### src/rtl/bcd_rtc_regs.sv
module bcd_rtc_regs #(
  parameter int ADDR_W = 15
) (
  input  logic              clk,
  input  logic              rst_n,
  input  logic              tick_1hz,
  input  logic              bus_cs,
  input  logic              bus_we,
  input  logic [ADDR_W-1:0] bus_addr,
  input  logic [7:0]        bus_wdata,
  output logic [7:0]        bus_rdata
);

  function automatic logic [7:0] bcd_inc(input logic [7:0] v);
    if (v[3:0] >= 4'd9) return {v[7:4] + 4'd1, 4'd0};
    return v + 8'd1;
  endfunction

  logic [2:0] sel;
  logic       hit, wr_hit;
  assign sel    = bus_addr[2:0];
  assign hit    = bus_cs && (&bus_addr[ADDR_W-1:3]);
  assign wr_hit = hit && bus_we;

  logic [7:0] ctrl_q;
  logic       stop_q, ft_q, ceb_q, cb_q;

  logic [6:0] c_sec, c_min, r_sec, r_min;
  logic [5:0] c_hr, c_date, r_hr, r_date;
  logic [2:0] c_day, r_day;
  logic [4:0] c_mon, r_mon;
  logic [7:0] c_yr, r_yr;

  logic [7:0] inc_sec, inc_min, inc_hr, inc_date, inc_mon, inc_yr;
  assign inc_sec  = bcd_inc({1'b0, c_sec});
  assign inc_min  = bcd_inc({1'b0, c_min});
  assign inc_hr   = bcd_inc({2'b0, c_hr});
  assign inc_date = bcd_inc({2'b0, c_date});
  assign inc_mon  = bcd_inc({3'b0, c_mon});
  assign inc_yr   = bcd_inc(c_yr);

  logic unused_inc;
  assign unused_inc = ^{inc_sec[7], inc_min[7], inc_hr[7:6], inc_date[7:6], inc_mon[7:5]};

  logic       leap;
  logic [5:0] last_date;
  assign leap = c_yr[4] ? (c_yr[3:0] == 4'd2 || c_yr[3:0] == 4'd6)
                        : (c_yr[3:0] == 4'd0 || c_yr[3:0] == 4'd4 || c_yr[3:0] == 4'd8);

  always_comb begin
    case (c_mon)
      5'h02:                      last_date = leap ? 6'h29 : 6'h28;
      5'h04, 5'h06, 5'h09, 5'h11: last_date = 6'h30;
      default:                    last_date = 6'h31;
    endcase
  end

  logic sec_wrap, min_wrap, hr_wrap, date_wrap, mon_wrap, yr_wrap;
  assign sec_wrap  = c_sec  >= 7'h59;
  assign min_wrap  = c_min  >= 7'h59;
  assign hr_wrap   = c_hr   >= 6'h23;
  assign date_wrap = c_date >= last_date;
  assign mon_wrap  = c_mon  >= 5'h12;
  assign yr_wrap   = c_yr   >= 8'h99;

  logic adv, en_min, en_hr, en_day, en_mon, en_yr, cent;
  assign adv    = tick_1hz && !stop_q;
  assign en_min = adv    && sec_wrap;
  assign en_hr  = en_min && min_wrap;
  assign en_day = en_hr  && hr_wrap;
  assign en_mon = en_day && date_wrap;
  assign en_yr  = en_mon && mon_wrap;
  assign cent   = en_yr  && yr_wrap;

  logic [6:0] nx_sec, nx_min;
  logic [5:0] nx_hr, nx_date;
  logic [2:0] nx_day;
  logic [4:0] nx_mon;
  logic [7:0] nx_yr;

  assign nx_sec  = !adv    ? c_sec  : sec_wrap  ? 7'h00 : inc_sec[6:0];
  assign nx_min  = !en_min ? c_min  : min_wrap  ? 7'h00 : inc_min[6:0];
  assign nx_hr   = !en_hr  ? c_hr   : hr_wrap   ? 6'h00 : inc_hr[5:0];
  assign nx_day  = !en_day ? c_day  : (c_day == 3'd7 || c_day == 3'd0) ? 3'd1 : c_day + 3'd1;
  assign nx_date = !en_day ? c_date : date_wrap ? 6'h01 : inc_date[5:0];
  assign nx_mon  = !en_mon ? c_mon  : mon_wrap  ? 5'h01 : inc_mon[4:0];
  assign nx_yr   = !en_yr  ? c_yr   : yr_wrap   ? 8'h00 : inc_yr;

  logic frz, upd, ld;
  assign frz = ctrl_q[6] || ctrl_q[7];
  assign upd = adv && !frz;
  assign ld  = wr_hit && sel == 3'd0 && ctrl_q[7] && !bus_wdata[7];

  always_ff @(posedge clk or negedge rst_n) begin
    if (!rst_n) begin
      {c_sec, c_min, c_hr} <= '0;
      c_day  <= 3'd1;
      c_date <= 6'h01;
      c_mon  <= 5'h01;
      c_yr   <= 8'h00;
    end else if (ld) begin
      {c_sec, c_min, c_hr, c_day, c_date, c_mon, c_yr} <=
        {r_sec, r_min, r_hr, r_day, r_date, r_mon, r_yr};
    end else begin
      {c_sec, c_min, c_hr, c_day, c_date, c_mon, c_yr} <=
        {nx_sec, nx_min, nx_hr, nx_day, nx_date, nx_mon, nx_yr};
    end
  end

  always_ff @(posedge clk or negedge rst_n) begin
    if (!rst_n) begin
      ctrl_q <= 8'h00;
      stop_q <= 1'b0;
      ft_q   <= 1'b0;
      ceb_q  <= 1'b0;
      cb_q   <= 1'b0;
    end else begin
      if (cent && ceb_q && !ld) cb_q <= ~cb_q;
      if (wr_hit) begin
        case (sel)
          3'd0: ctrl_q <= bus_wdata;
          3'd1: stop_q <= bus_wdata[7];
          3'd4: {ft_q, ceb_q, cb_q} <= bus_wdata[6:4];
          default: ;
        endcase
      end
    end
  end

  always_ff @(posedge clk or negedge rst_n) begin
    if (!rst_n) begin
      {r_sec, r_min, r_hr} <= '0;
      r_day  <= 3'd1;
      r_date <= 6'h01;
      r_mon  <= 5'h01;
      r_yr   <= 8'h00;
    end else begin
      if (upd)
        {r_sec, r_min, r_hr, r_day, r_date, r_mon, r_yr} <=
          {nx_sec, nx_min, nx_hr, nx_day, nx_date, nx_mon, nx_yr};
      if (wr_hit) begin
        case (sel)
          3'd1: r_sec  <= bus_wdata[6:0];
          3'd2: r_min  <= bus_wdata[6:0];
          3'd3: r_hr   <= bus_wdata[5:0];
          3'd4: r_day  <= bus_wdata[2:0];
          3'd5: r_date <= bus_wdata[5:0];
          3'd6: r_mon  <= bus_wdata[4:0];
          3'd7: r_yr   <= bus_wdata;
          default: ;
        endcase
      end
    end
  end

  always_comb begin
    bus_rdata = 8'h00;
    if (hit) begin
      case (sel)
        3'd0: bus_rdata = ctrl_q;
        3'd1: bus_rdata = {stop_q, r_sec};
        3'd2: bus_rdata = {1'b0, r_min};
        3'd3: bus_rdata = {2'b0, r_hr};
        3'd4: bus_rdata = {1'b0, ft_q, ceb_q, cb_q, 1'b0, r_day};
        3'd5: bus_rdata = {2'b0, r_date};
        3'd6: bus_rdata = {3'b0, r_mon};
        default: bus_rdata = r_yr;
      endcase
    end
  end

  logic [41:0] cnt_vec, cpy_vec;
  assign cnt_vec = {c_sec, c_min, c_hr, c_day, c_date, c_mon, c_yr};
  assign cpy_vec = {r_sec, r_min, r_hr, r_day, r_date, r_mon, r_yr};

  AST_TICK_ADVANCES: assert property (@(posedge clk) disable iff (!rst_n)
    (adv && !ld) |=> (c_sec != $past(c_sec)));
  AST_STOP_HOLDS: assert property (@(posedge clk) disable iff (!rst_n)
    (stop_q && !ld) |=> $stable(cnt_vec));
  AST_CENTURY_HOLDS: assert property (@(posedge clk) disable iff (!rst_n)
    (!ceb_q && !(wr_hit && sel == 3'd4)) |=> $stable(cb_q));
  AST_FREEZE_COPIES: assert property (@(posedge clk) disable iff (!rst_n)
    (frz && !(wr_hit && sel != 3'd0)) |=> $stable(cpy_vec));
  AST_LOAD_COUNTERS: assert property (@(posedge clk) disable iff (!rst_n)
    ld |=> (cnt_vec == $past(cpy_vec)));

endmodule

### config.mk
export PLATFORM = sky130hd
export DESIGN_NAME = bcd_rtc_regs
export DESIGN_NICKNAME = d
export VERILOG_FILES = /design/src/rtl/bcd_rtc_regs.sv
export SDC_FILE = /design/constraint.sdc
export NUM_CORES = 1
export LEC_CHECK = 0
export ABC_AREA = 1
export BUFFER_PORTS_ARGS = -buffer_cell sky130_fd_sc_hd__clkbuf_2
export CORE_ASPECT_RATIO = 0.75
export CORE_MARGIN = 5
export CORE_UTILIZATION = 27
export DETAILED_ROUTE_END_ITERATION = 7
export PLACE_DENSITY = 0.39
export SLEW_MARGIN = 20
export SYNTH_ARGS = -nofsm -noshare
export SYNTH_HDL_FRONTEND = slang
export SYNTH_SLANG_ARGS = --single-unit
export TNS_END_PERCENT = 50
### constraint.sdc
create_clock -name clk -period 3 [get_ports clk]
set_clock_uncertainty 0.1 [all_clocks]
set_input_delay 0.6 -clock clk [delete_from_list [all_inputs] [get_ports clk]]
set_output_delay 0.6 -clock clk [all_outputs]
set_load 0.05 [all_outputs]
=== After elaboration in Yosys (flattened, before gate mapping) ===
Cells that the tools add are included.

* $add $sub $neg: 13
* $mul: 0
* Divide/modulo/power cells: 0
* $lt $le $gt $ge: 12
* Equal/unequal tests: 17
* Shift-type cells: 0
* Mux-type cells: 68
* Bitwise operators: 1
* Reduce and logical (&&, ||, !) cells: 32

{| class="wikitable"
|+ Operators with widths
! cell !! number
|-
| $mux 7 || 16
|-
| $mux 6 || 16
|-
| $mux 8 || 9
|-
| $pmux 8 s7 || 1
|-
| $mux 5 || 8
|-
| $ge 4x4->1 const B || 6
|-
| $mux 3 || 6
|-
| $eq 3x3->1 const B || 5
|-
| $logic_and 1x1->1 || 15
|-
| $add 7x1->7 const B || 2
|-
| $ge 7x7->1 const B || 2
|-
| $add 6x1->6 const B || 2
|-
| $reduce_and 12->1 || 1
|-
| $mux 1 || 11
|-
| $eq 5x3->1 const B || 2
|-
| $pmux 5 s2 || 1
|-
| $add 3x1->3 const B || 3
|-
| $add 8x1->8 const B || 1
|-
| $eq 4x3->1 const B || 2
|-
| $ge 8x8->1 const B || 1
|-
| $eq 3x2->1 const B || 2
|-
| $ge 6x6->1 || 1
|-
| $ge 6x6->1 const B || 1
|-
| $logic_not 3->1 || 2
|-
| other kinds (17) || 27
|}

* Bits in registers: 96
* Latch bits: 0
* RAM bits: 0
* ROM bits: 0
* Bits of input ports: 28
* Logic and storage cells: 162
* Memories kept: 0

=== Longest topological paths before layout ===
Gate-level depths: netlist of the first run.

* Depth in word-level cells: 15
* Depth in mapped cells: 16
* Depth with buffers taken out: 16

=== Worst setup path before layout of the first run ===
No wires, ideal clock.

* Path type: input to output
* From: in bus_addr[2]
* To: out bus_rdata[4]
* Arrival time: 2.207 ns
* Required time: 2.300 ns
* Slack: 0.093 ns
* Stages on the path: 6
* Path buffers: 1
* Cell sequence: buf_2 > nor3_2 > inv_1 > o211ai_1 > a221oi_1 > a21oi_1

* Longest elaborated chain between the ends: 3

{| class="wikitable"
|+ RTL lines
! what !! RTL line !! source
|-
| start: declaration || 9 || <nowiki>input logic [ADDR_W-1:0] bus_addr,</nowiki>
|-
| $eq 3x3->1 (tied with other cells) || 159 || <nowiki>case (sel)</nowiki>
|-
| $pmux 8 s7 * || 159 ||
|-
| $mux 8 * || 158 || <nowiki>if (hit) begin</nowiki>
|-
| end: declaration || 11 || <nowiki>output logic [7:0] bus_rdata</nowiki>
|}

Mark *: on every way between the ends. The rest lies on a longest branch, timed or not.

=== Worst setup path after layout of the first run ===
* From: in bus_addr[2]
* To: out bus_rdata[1]

The elaborated chain is that of the path after synthesis.

==> results of run 1 <==
-- where the power goes --
part	total [mW]	internal [mW]	leakage, nW	switching, mW
combinational	1.32	0.486	2.40	0.838
clock	1.19	0.668	0.145	0.519
sequential	1.87	1.59	1.16	0.286
total	4.39	2.74	3.71	1.64
-- worst min-delay path by stage --
stage / endpoint / slack, ns / startpoint
floorplan: c_date[1]$_DFF_PN0_ / 0.20 / rst_n
global placement: ctrl_q[1]$_DFFE_PN0P_ / 0.37 / ctrl_q[1]$_DFFE_PN0P_
detailed placement: ctrl_q[4]$_DFFE_PN0P_ / 0.38 / ctrl_q[4]$_DFFE_PN0P_
CTS: c_day[2]$_DFF_PN0_ / 0.15 / rst_n
global route: c_day[1]$_DFF_PN0_ / 0.17 / rst_n
finish: c_day[2]$_DFF_PN0_ / 0.13 / rst_n
-- logic make-up (layout without fill, tap and decap cells) --
logic type	Yosys count	count (layout)	synth area share
fa+ha+maj	34	34	0.0648
compound gates	205	205	0.175
flops	96	96	0.367
xor+xnor	11	11	0.0147
buf+inv	147	205	0.0888
simple gates	426	427	0.289
-- critical path, cell delays in order --
cell and delay, ns:
clkbuf_2 0.20, inv_1 0.13, nor3_4 0.37, buf_4 0.18, a21oi_1 0.03, a41oi_1 0.33
clkbuf_2 0.34
-- metrics by stage --
step,util,cells,hold WS (ns),cell area [um2],power (mW)
2_1_floorplan,-,919,0.204,6560,2.74
3_3_place_gp,0.305,1287,0.370,7310,3.25
3_5_place_dp,0.305,1287,0.377,7310,3.23
4_1_cts,0.317,1303,0.152,7610,4.44
5_1_grt,0.320,1309,0.172,7660,4.74
6_report,0.320,1309,0.135,7660,4.39
-- what timing repair did --
action,CTS,global route
hold endpoints to repair,0,0
resized for setup,0,6
buffers inserted,0,5
setup endpoints to repair,0,29
-- state kept, by name (all words and copies together) (netlist names), 7 cells and up --
signal  cells
r_sec       7
c_sec       7
r_yr        8
c_yr        8
ctrl_q      8
c_min       7
r_min       7
-- layout by cell type (no fill, tap or decap), drive strengths merged, types with 14 or more instances in the layout --
cell    instances
ha             34
buf            39
clkbuf         42
nor2           86
nand2         242
o22ai          18
nand4          14
o21ai         105
inv           119
a21oi          41
nand3          62
dfrtp          90
nor3           15
-- cell type report --
cell class / count / area (um2) / share of cell area
multi-input combinational: 677 / 3590 / 0.469
sequential: 96 / 2410 / 0.314
timing repair buffer: 70 / 498 / 0.0650
inverter: 119 / 449 / 0.0586
tap: 331 / 414 / 0.0540
clock buffer: 11 / 243 / 0.0317
clock inverter: 5 / 56.3 / 0.00735
-- layer usage --
| layer | track usage | up-vias | share of wire |
|---|---|---|---|
| li1 | - | 3165 | - |
| met1 | 0.254 | 2934 | 0.55 |
| met2 | 0.223 | 82 | 0.41 |
| met3 | 0.0312 | 10 | 0.033 |
| met4 | 0.0235 | 0 | 0.0075 |
| met5 | 0 | - | 0 |
==> impl_metrics.csv, run 1 <==
group,metric,value,unit
place,io_buffers,35,
timing,finalSetupViolations,0,
pwr,ir_drop,0.223,mV
floorplan,die_w,190,um
floorplan,start_util,0.274,
worst_setup_path,r2r_slack,0.25,ns
floorplan,io_pins,36,
clock_tree,numCtsBuffers,9,
synthesis,netlist.top_cell.by_area,"dfrtp_1",
min_path,min_path_type,"input pin to async pin",
clock_tree,clockBufferDepth,2,
clock_tree,clk_latency,0.35,ns
cells_and_area,drive_gt1_frac,0.127,
place,hpwl,16700,um
place,dpl_worst_slack,0.0825,ns
cells_and_area,nFillCells,2648,
synthesis,syn_inst,919,
worst_setup_path,start_kind,"input pin",
synthesis,yosysMostFrequentCell,"nand2_1",
synthesis,ys_top_cells_by_count,"nand2_1, inv_1, o21ai_0",
place,globalplace.congestion,0.801,
synthesis,synth_enable_flop_cells,0,
synthesis,yosys_most_used_dff,"dfrtp_1",
clock_tree,holdBufCountCts,0,
synthesis,synth_fp_nets,981,
pwr,p_per_area,572,nW/um2
worst_setup_path,cp_max_fo,7,
synthesis,synth_top_area_frac,0.343,
synthesis,synth_seq_cells,96,
floorplan,core,24000,um2
route,drc,0,
clock_tree,cts_tree,"yes",
worst_setup_path,r2r-start,"c_mon[0]$_DFF_PN1_",
route,routedWlPerCell,16.6,um
worst_setup_path,cp-end-kind,"primary output",
worst_setup_path,cp-startpoint,"bus_addr[2]",
worst_setup_path,required,2.30,ns
synthesis,synth_area_leaders,"dfrtp_1, nand2_1, o21ai_0",
clock_tree,clock-sinks,96,
synthesis,async_reset_ff_frac,1.00,
global_route,gr-usage-all-layers,0.159,
route,dr.pass1.iters,7,
floorplan,num_rows,49,
synthesis,synth.yosys.seq_area_share,0.367,
global_route,antenna_found_initial,0,
cells_and_area,antenna_cells,0,
timing,period_needed,2.90,ns
timing,relSlewSlack,0.566,
timing,slew_viol_final,0,
timing,grt_setup_unrepaired,"yes",
timing,tns,0,ns
cells_and_area,synthToLayoutAreaGrowth,16.8,%
global_route,grt-ovfl-total,0,
timing,finalWorstSetupSlack,0.104,ns
floorplan,dieHeight,145,um
timing,fmax,345,MHz
route,vias_per_cell,4.73,
flow_run,maxCapViolations,0,
worst_setup_path,worstSetupPathType,"input pin to primary output",
worst_setup_path,worstPathArrival,2.20,ns
route,via_count,6191,
route,ant_nets,0,
synthesis,syn_area_per_cell,7.14,um2
clock_tree,htreeDepth,3,
timing,hold_viol_final,0,
synthesis,synth_area,6560,um2
timing,worst_pin_slew,0.650,ns
synthesis,yosysUniqueCellTypes,47,
worst_setup_path,r2r-end,"r_yr[2]$_DFF_PN0_",
clock_tree,clkTransAtPathRegs,0.07,ns
global_route,first_global_vias,5882,
timing,finalCritPeriodShare,0.965,
route,initialDrtViolationCount,455,
global_route,grt_pass1_wl,34300,um
synthesis,yosysWarnings,0,
global_route,grt_max_degree,44,
worst_setup_path,critPathCapture,"bus_rdata[1]",
clock_tree,cts-root-buf,"clkbuf_16",
floorplan,dieArea,27600,um2
cells_and_area,nets,1035,
pwr,power_leakage,3.71,nW
run_status,outcome,"complete, no violations",
worst_setup_path,reg2reg_depth,15,
route,wirelength,21700,um
(Power assumes the default switching activity.)
==> run 2: changes to the inputs <==
--- a/config.mk
+++ b/config.mk
@@ -5,7 +5,6 @@
 export SDC_FILE = /design/constraint.sdc
 export NUM_CORES = 1
 export LEC_CHECK = 0
-export ABC_AREA = 1
 export BUFFER_PORTS_ARGS = -buffer_cell sky130_fd_sc_hd__clkbuf_2
 export CORE_ASPECT_RATIO = 0.75
 export CORE_MARGIN = 5
==> impl_metrics.csv, run 2 <==
group,metric,value,unit
worst_setup_path,worstSetupPathType,"flip-flop to flip-flop",
floorplan,io_pins,36,
timing,hold_viol_final,0,
cells_and_area,fin_cells,1122,
worst_setup_path,cp-end-kind,"flip-flop",
route,via_count,6028,
synthesis,synth_area_leaders,"dfrtp_1, ha_1, o21ai_0",
timing,fmax,308,MHz
worst_setup_path,worstPathArrival,3.38,ns
synthesis,syn_inst,726,
floorplan,start_util,0.273,
flow_run,maxCapViolations,0,
cells_and_area,final_cell_mix,"dfrtp_1, nor2_1, buf_4",
route,dr.pass1.iters,6,
clock_tree,clk_latency,0.35,ns
timing,whs,0.139,ns
floorplan,core,22900,um2
synthesis,synth_area,6250,um2
cells_and_area,synthToLayoutAreaGrowth,27.2,%
worst_setup_path,max_stage_delay,0.49,ns
timing,finalWorstSetupSlack,-0.245,ns
clock_tree,holdBufCountCts,0,
cells_and_area,drive_gt1_frac,0.265,
synthesis,yosysUniqueCellTypes,69,
place,hpwl,16400,um
worst_setup_path,start_kind,"flip-flop",
clock_tree,numCtsBuffers,9,
clock_tree,cts_tree,"yes",
route,wirelength,22700,um
timing,tns,-5.80,ns
clock_tree,clockBufferDepth,2,
worst_setup_path,r2r-start,"c_yr[0]$_DFF_PN0_",
global_route,gr-usage-all-layers,0.175,
global_route,first_global_vias,5941,
timing,period_needed,3.25,ns
timing,finalSetupViolations,38,
global_route,grt_pass1_wl,35600,um
route,vias_per_cell,5.37,
timing,grt_setup_unrepaired,"yes",
route,ant_nets,0,
synthesis,yosys_most_used_dff,"dfrtp_1",
synthesis,async_reset_ff_frac,1.00,
place,globalplace.congestion,0.835,
synthesis,synth_top_area_frac,0.360,
worst_setup_path,reg2reg_depth,13,
worst_setup_path,required,3.14,ns
cells_and_area,nets,879,
place,placed_area,7230,um2
cells_and_area,reg_top3,"c_yr x8, ctrl_q x8, r_yr x8",
min_path,min_path_type,"input pin to async pin",
run_status,violations,"setup timing",
worst_setup_path,r2r_slack,-0.25,ns
run_status,outcome,"complete, but fails checks",
floorplan,dieHeight,142,um
worst_setup_path,cp_max_fo,7,
cells_and_area,final_area,7960,um2
route,initialDrtViolationCount,531,
worst_setup_path,r2r-end,"r_mon[2]$_DFF_PN0_",
place,dpl_worst_slack,-0.338,ns
floorplan,num_rows,48,
floorplan,dieArea,26300,um2
place,io_buffers,35,
global_route,antenna_found_initial,0,
synthesis,synth_seq_cells,96,
pwr,ir_drop,0.262,mV
floorplan,die_w,186,um
timing,finalCritPeriodShare,1.08,
clock_tree,clkTransAtPathRegs,0.07,ns
synthesis,synth.yosys.seq_area_share,0.385,
synthesis,syn_area_per_cell,8.61,um2
worst_setup_path,crit_path_cell_trace,"inv_2 -> ha_2 -> nand3_2 -> o21ai_2 -> a2111oi_2 -> a31oi_1 -> ha_1 -> or4b_4 -> a22oi_2 -> buf_4 -> nor4_4 -> a22o_1 -> a221o_1",
synthesis,yosysMostFrequentCell,"dfrtp_1",
pwr,power_leakage,3.49,nW
cells_and_area,layout_commonest_cell,"dfrtp_1",
clock_tree,htreeDepth,3,
synthesis,synth_enable_flop_cells,0,
timing,relSlewSlack,0.464,
synthesis,yosysWarnings,0,
clock_tree,cts-root-buf,"clkbuf_16",
place,post-place-cells,1085,
worst_setup_path,crit_path_top_delay_cell,"or4b_4",
timing,worst_pin_slew,0.802,ns
timing,slew_viol_final,0,
global_route,grt-ovfl-total,0,
route,drc,0,
route,routedWlPerCell,20.2,um
clock_tree,clock-sinks,96,
pwr,p_per_area,466,nW/um2
synthesis,netlist.top_cell.by_area,"dfrtp_1",
synthesis,synth_fp_nets,788,
synthesis,ys_top_cells_by_count,"dfrtp_1, nor2_1, o21ai_0",
global_route,grt_max_degree,45,
cells_and_area,antenna_cells,0,
## run 2: cell types whose count changed in the layout (fill, tap and decap cells not counted), moves of 8 or more
| cell | change |
|---|---|
| o22ai_1 | -15 |
| mux2i_1 | +10 |
| and3_1 | +11 |
| nand3_1 | -37 |
| buf_4 | +45 |
| xor2_1 | -8 |
| mux2_2 | +14 |
| o21ai_0 | -35 |
| nand2_1 | -174 |
| or3_1 | +9 |
| inv_1 | -87 |
## run 2: kinds of logic after synthesis
kind of cell | synth area share
and+or+nand+nor | 0.197
AOI/OAI and AO/OA | 0.239
DFF | 0.385
buffers and inverters | 0.0460
adders and majority gates | 0.0680
muxes | 0.0574
xor gates and xnor gates | 0.00700
## run 2: critical path: cells and delay by family, from the launching register on
kind / cells / cell delay, ns
flops: 1 / 0.36
buf+inv: 2 / 0.26
compound gates: 6 / 1.33
simple gates: 3 / 0.61
fa+ha+maj: 2 / 0.46
## run 2: routing by layer
metal | GRT usage | wire length [um] | vias to the layer above
met3 | 0.0400 | 1300 | 16
met2 | 0.251 | 9610 | 155
met4 | 0.0272 | 165 | 0
met5 | 0 | 0 | -
met1 | 0.271 | 11600 | 2997
li1 | - | - | 2860
## run 2: cell type report
| cell class | instances | area (um2) |
|---|---|---|
| multi-input combinational | 562 | 3850 |
| clock inverter | 5 | 78.8 |
| inverter | 28 | 105 |
| sequential | 96 | 2410 |
| fill | 2320 | 14900 |
| clock buffer | 11 | 253 |
| tap | 300 | 375 |
| timing repair buffer | 120 | 882 |
## run 2: metrics by stage
| stage | total power [mW] | utilization |
|---|---|---|
| 5_1_grt | 3.91 | 0.348 |
| 3_5_place_dp | 2.39 | 0.316 |
| 2_1_floorplan | 2.04 | - |
| 4_1_cts | 3.74 | 0.341 |
| 6_report | 3.71 | 0.348 |
| 3_3_place_gp | 2.39 | 0.316 |
## run 2: worst max path at each step
stage | startpoint | to | depth (start not counted)
5_1_grt | c_yr[0]$_DFF_PN0_ | r_mon[2]$_DFF_PN0_ | 13
6_report | c_yr[0]$_DFF_PN0_ | r_mon[2]$_DFF_PN0_ | 13
3_5_place_dp | c_mon[1]$_DFF_PN0_ | r_yr[2]$_DFF_PN0_ | 12
2_1_floorplan | c_yr[0]$_DFF_PN0_ | r_yr[1]$_DFF_PN0_ | 13
4_1_cts | c_yr[0]$_DFF_PN0_ | r_mon[2]$_DFF_PN0_ | 13
3_3_place_gp | c_yr[1]$_DFF_PN0_ | r_yr[2]$_DFF_PN0_ | 13
## run 2: what timing repair did
action,in CTS,in global routing
setup endpoints to repair,38,40
setup buffers,15,3
pin swaps,20,15
gates resized for setup,34,29
cloned,3,0
## run 2: where the power goes
group / total, mW / internal, mW / leakage [nW] / switching, mW
clock: 1.31 / 0.776 / 0.165 / 0.536
sequential: 1.60 / 1.43 / 1.23 / 0.168
combinational: 0.797 / 0.362 / 2.09 / 0.435
total: 3.71 / 2.57 / 3.49 / 1.14
==> run 3: changes to the inputs <==
--- a/config.mk
+++ b/config.mk
@@ -6,11 +6,13 @@
 export NUM_CORES = 1
 export LEC_CHECK = 0
 export BUFFER_PORTS_ARGS = -buffer_cell sky130_fd_sc_hd__clkbuf_2
+export CELL_PAD_IN_SITES_DETAIL_PLACEMENT = 0
+export CELL_PAD_IN_SITES_GLOBAL_PLACEMENT = 1
 export CORE_ASPECT_RATIO = 0.75
-export CORE_MARGIN = 5
 export CORE_UTILIZATION = 27
 export DETAILED_ROUTE_END_ITERATION = 7
-export PLACE_DENSITY = 0.39
+export PLACE_DENSITY = 0.48
+export SKIP_LAST_GASP = 1
 export SLEW_MARGIN = 20
 export SYNTH_ARGS = -nofsm -noshare
 export SYNTH_HDL_FRONTEND = slang
==> impl_metrics.csv, run 3 (synthesis gave the netlist of run 2 again) <==
group,metric,value,unit
timing,relSlewSlack,0.278,
pwr,seq_power_share,0.448,
route,routedWlPerCell,20.8,um
worst_setup_path,r2r-start,"c_yr[0]$_DFF_PN0_",
cells_and_area,nFillCells,2324,
place,globalplace.congestion,0.801,
clock_tree,numCtsBuffers,9,
timing,finalSetupViolations,28,
route,ant_nets,0,
cells_and_area,antenna_cells,0,
place,post-place-cells,1084,
timing,hold_viol_final,0,
cells_and_area,reg_top3,"c_yr x8, ctrl_q x8, r_yr x8",
route,wirelength,23000,um
timing,worst_pin_slew,1.08,ns
worst_setup_path,worstSetupPathType,"flip-flop to flip-flop",
pwr,swShare,0.329,
clock_tree,cts-root-buf,"clkbuf_16",
clock_tree,holdBufCountCts,0,
clock_tree,cts_tree,"yes",
timing,grt_setup_unrepaired,"yes",
timing,period_needed,3.15,ns
worst_setup_path,start_kind,"flip-flop",
worst_setup_path,worstPathArrival,3.28,ns
worst_setup_path,r2r_slack,-0.15,ns
timing,finalWorstSetupSlack,-0.149,ns
cells_and_area,synthToLayoutAreaGrowth,24.5,%
pwr,p_clk_frac,0.321,
global_route,grt_pass1_wl,35900,um
pwr,p_sw,1.17,mW
pwr,p_comb_frac,0.230,
clock_tree,clkTransAtPathRegs,0.08,ns
pwr,p_per_area,456,nW/um2
run_status,violations,"setup timing",
pwr,internal_power,2.38,mW
floorplan,core,22400,um2
clock_tree,clock-sinks,96,
route,initialDrtViolationCount,452,
route,vias_per_cell,5.38,
route,drc,0,
clock_tree,clockBufferDepth,2,
route,dr.pass1.iters,4,
floorplan,dieArea,23800,um2
pwr,power_leakage,3.40,nW
floorplan,die_w,178,um
worst_setup_path,cp_max_fo,8,
place,hpwl,16800,um
global_route,gr-usage-all-layers,0.202,
global_route,first_global_vias,5961,
worst_setup_path,reg2reg_depth,14,
timing,slew_viol_final,0,
pwr,ir_drop,0.219,mV
floorplan,start_util,0.279,
flow_run,maxCapViolations,0,
cells_and_area,layout_commonest_cell,"dfrtp_1",
cells_and_area,fin_cells,1107,
place,io_buffers,35,
cells_and_area,drive_gt1_frac,0.245,
timing,finalCritPeriodShare,1.05,
timing,fmax,318,MHz
floorplan,io_pins,36,
worst_setup_path,required,3.13,ns
clock_tree,clk_latency,0.35,ns
floorplan,dieHeight,134,um
global_route,grt_max_degree,59,
global_route,antenna_found_initial,0,
global_route,grt-ovfl-total,0,
worst_setup_path,r2r-end,"r_yr[2]$_DFF_PN0_",
cells_and_area,nets,870,
run_status,outcome,"complete, but fails checks",
worst_setup_path,cp-end-kind,"flip-flop",
floorplan,num_rows,47,
clock_tree,htreeDepth,3,
place,dpl_worst_slack,-0.405,ns
route,via_count,5954,
cells_and_area,final_cell_mix,"dfrtp_1, nor2_1, buf_4",
min_path,min_path_type,"input pin to async pin",
==> run 3: changes by cell type in the layout (fill, tap and decap cells not counted), moves of 4 or more <==
cell / previous run / this run
buf_4: 80 / 76
o21ai_0: 60 / 68
a21oi_2: 7 / 2
a21oi_1: 48 / 52
o21ai_1: 12 / 2
==> run 3: critical path, stage by stage (launching register included) <==
cell and delay (ns):
dfrtp_1 0.36, inv_2 0.05, ha_2 0.18, nand3_2 0.09, o21ai_4 0.08, a2111oi_4 0.30, a31oi_1 0.08, ha_1 0.28
or4b_4 0.12, a22oi_2 0.09, buf_4 0.17, or4_4 0.52, o21ai_2 0.19, o31ai_2 0.10, o31a_1 0.32
==> run 3: final cells by class <==
cell class	instances	area, um2	share of cell area
Timing Repair Buffer	113	837	0.108
Inverter	28	108	0.0138
Clock buffer	12	246	0.0317
Sequential cell	96	2410	0.309
Clock inverter	4	28.8	0.00370
Tap cell	294	368	0.0472
Multi-Input combinational cell	560	3790	0.487
==> run 3: metrics by stage <==
stage          power [mW]  TNS [ns]  cell area (um2)  utilization  hold WS (ns)
2_1_floorplan        2.04     -1.93             6300            -         0.204
3_3_place_gp         2.39     -5.78             7290        0.325         0.358
3_5_place_dp         2.41     -8.85             7290        0.325         0.371
4_1_cts              3.57     -1.04             7750        0.346         0.278
5_1_grt              3.75     -6.78             7790        0.348         0.298
6_report             3.55     -1.49             7790        0.348         0.242
==> run 3: worst max path at each step <==
stage	startpoint	endpoint	slack, ns	cells after the start
after floorplan	c_yr[0]$_DFF_PN0_	r_yr[1]$_DFF_PN0_	-0.15	13
final	c_yr[0]$_DFF_PN0_	r_yr[2]$_DFF_PN0_	-0.15	14
after global routing	c_yr[0]$_DFF_PN0_	r_yr[2]$_DFF_PN0_	-0.27	14
after detailed placement	c_yr[1]$_DFF_PN0_	r_yr[2]$_DFF_PN0_	-0.41	13
after global placement	c_yr[1]$_DFF_PN0_	r_yr[2]$_DFF_PN0_	-0.27	13
after CTS	c_yr[0]$_DFF_PN0_	r_yr[2]$_DFF_PN0_	-0.1	14
==> run 3: power groups by stage <==
stage	Combinational, mW	Sequential (mW)	Clock [mW]
floorplan	0.480	1.56	0
global placement	0.785	1.61	0
detailed placement	0.797	1.61	0
CTS	0.817	1.59	1.16
global route	0.920	1.61	1.21
finish	0.817	1.59	1.14
==> run 3: metal layers <==
layer	GRT usage	vias to the layer above	wire, um
met5	0	-	0
met4	0.0513	0	353
met3	0.0417	19	828
met2	0.296	112	9800
met1	0.299	2989	12100
li1	-	2834	-
==> run 3: what timing repair did <==
item / CTS / global route
gates resized for setup: 37 / 7
cloned: 1 / 0
pin swaps: 10 / 4
setup buffers: 5 / 1
setup endpoints to repair: 39 / 40
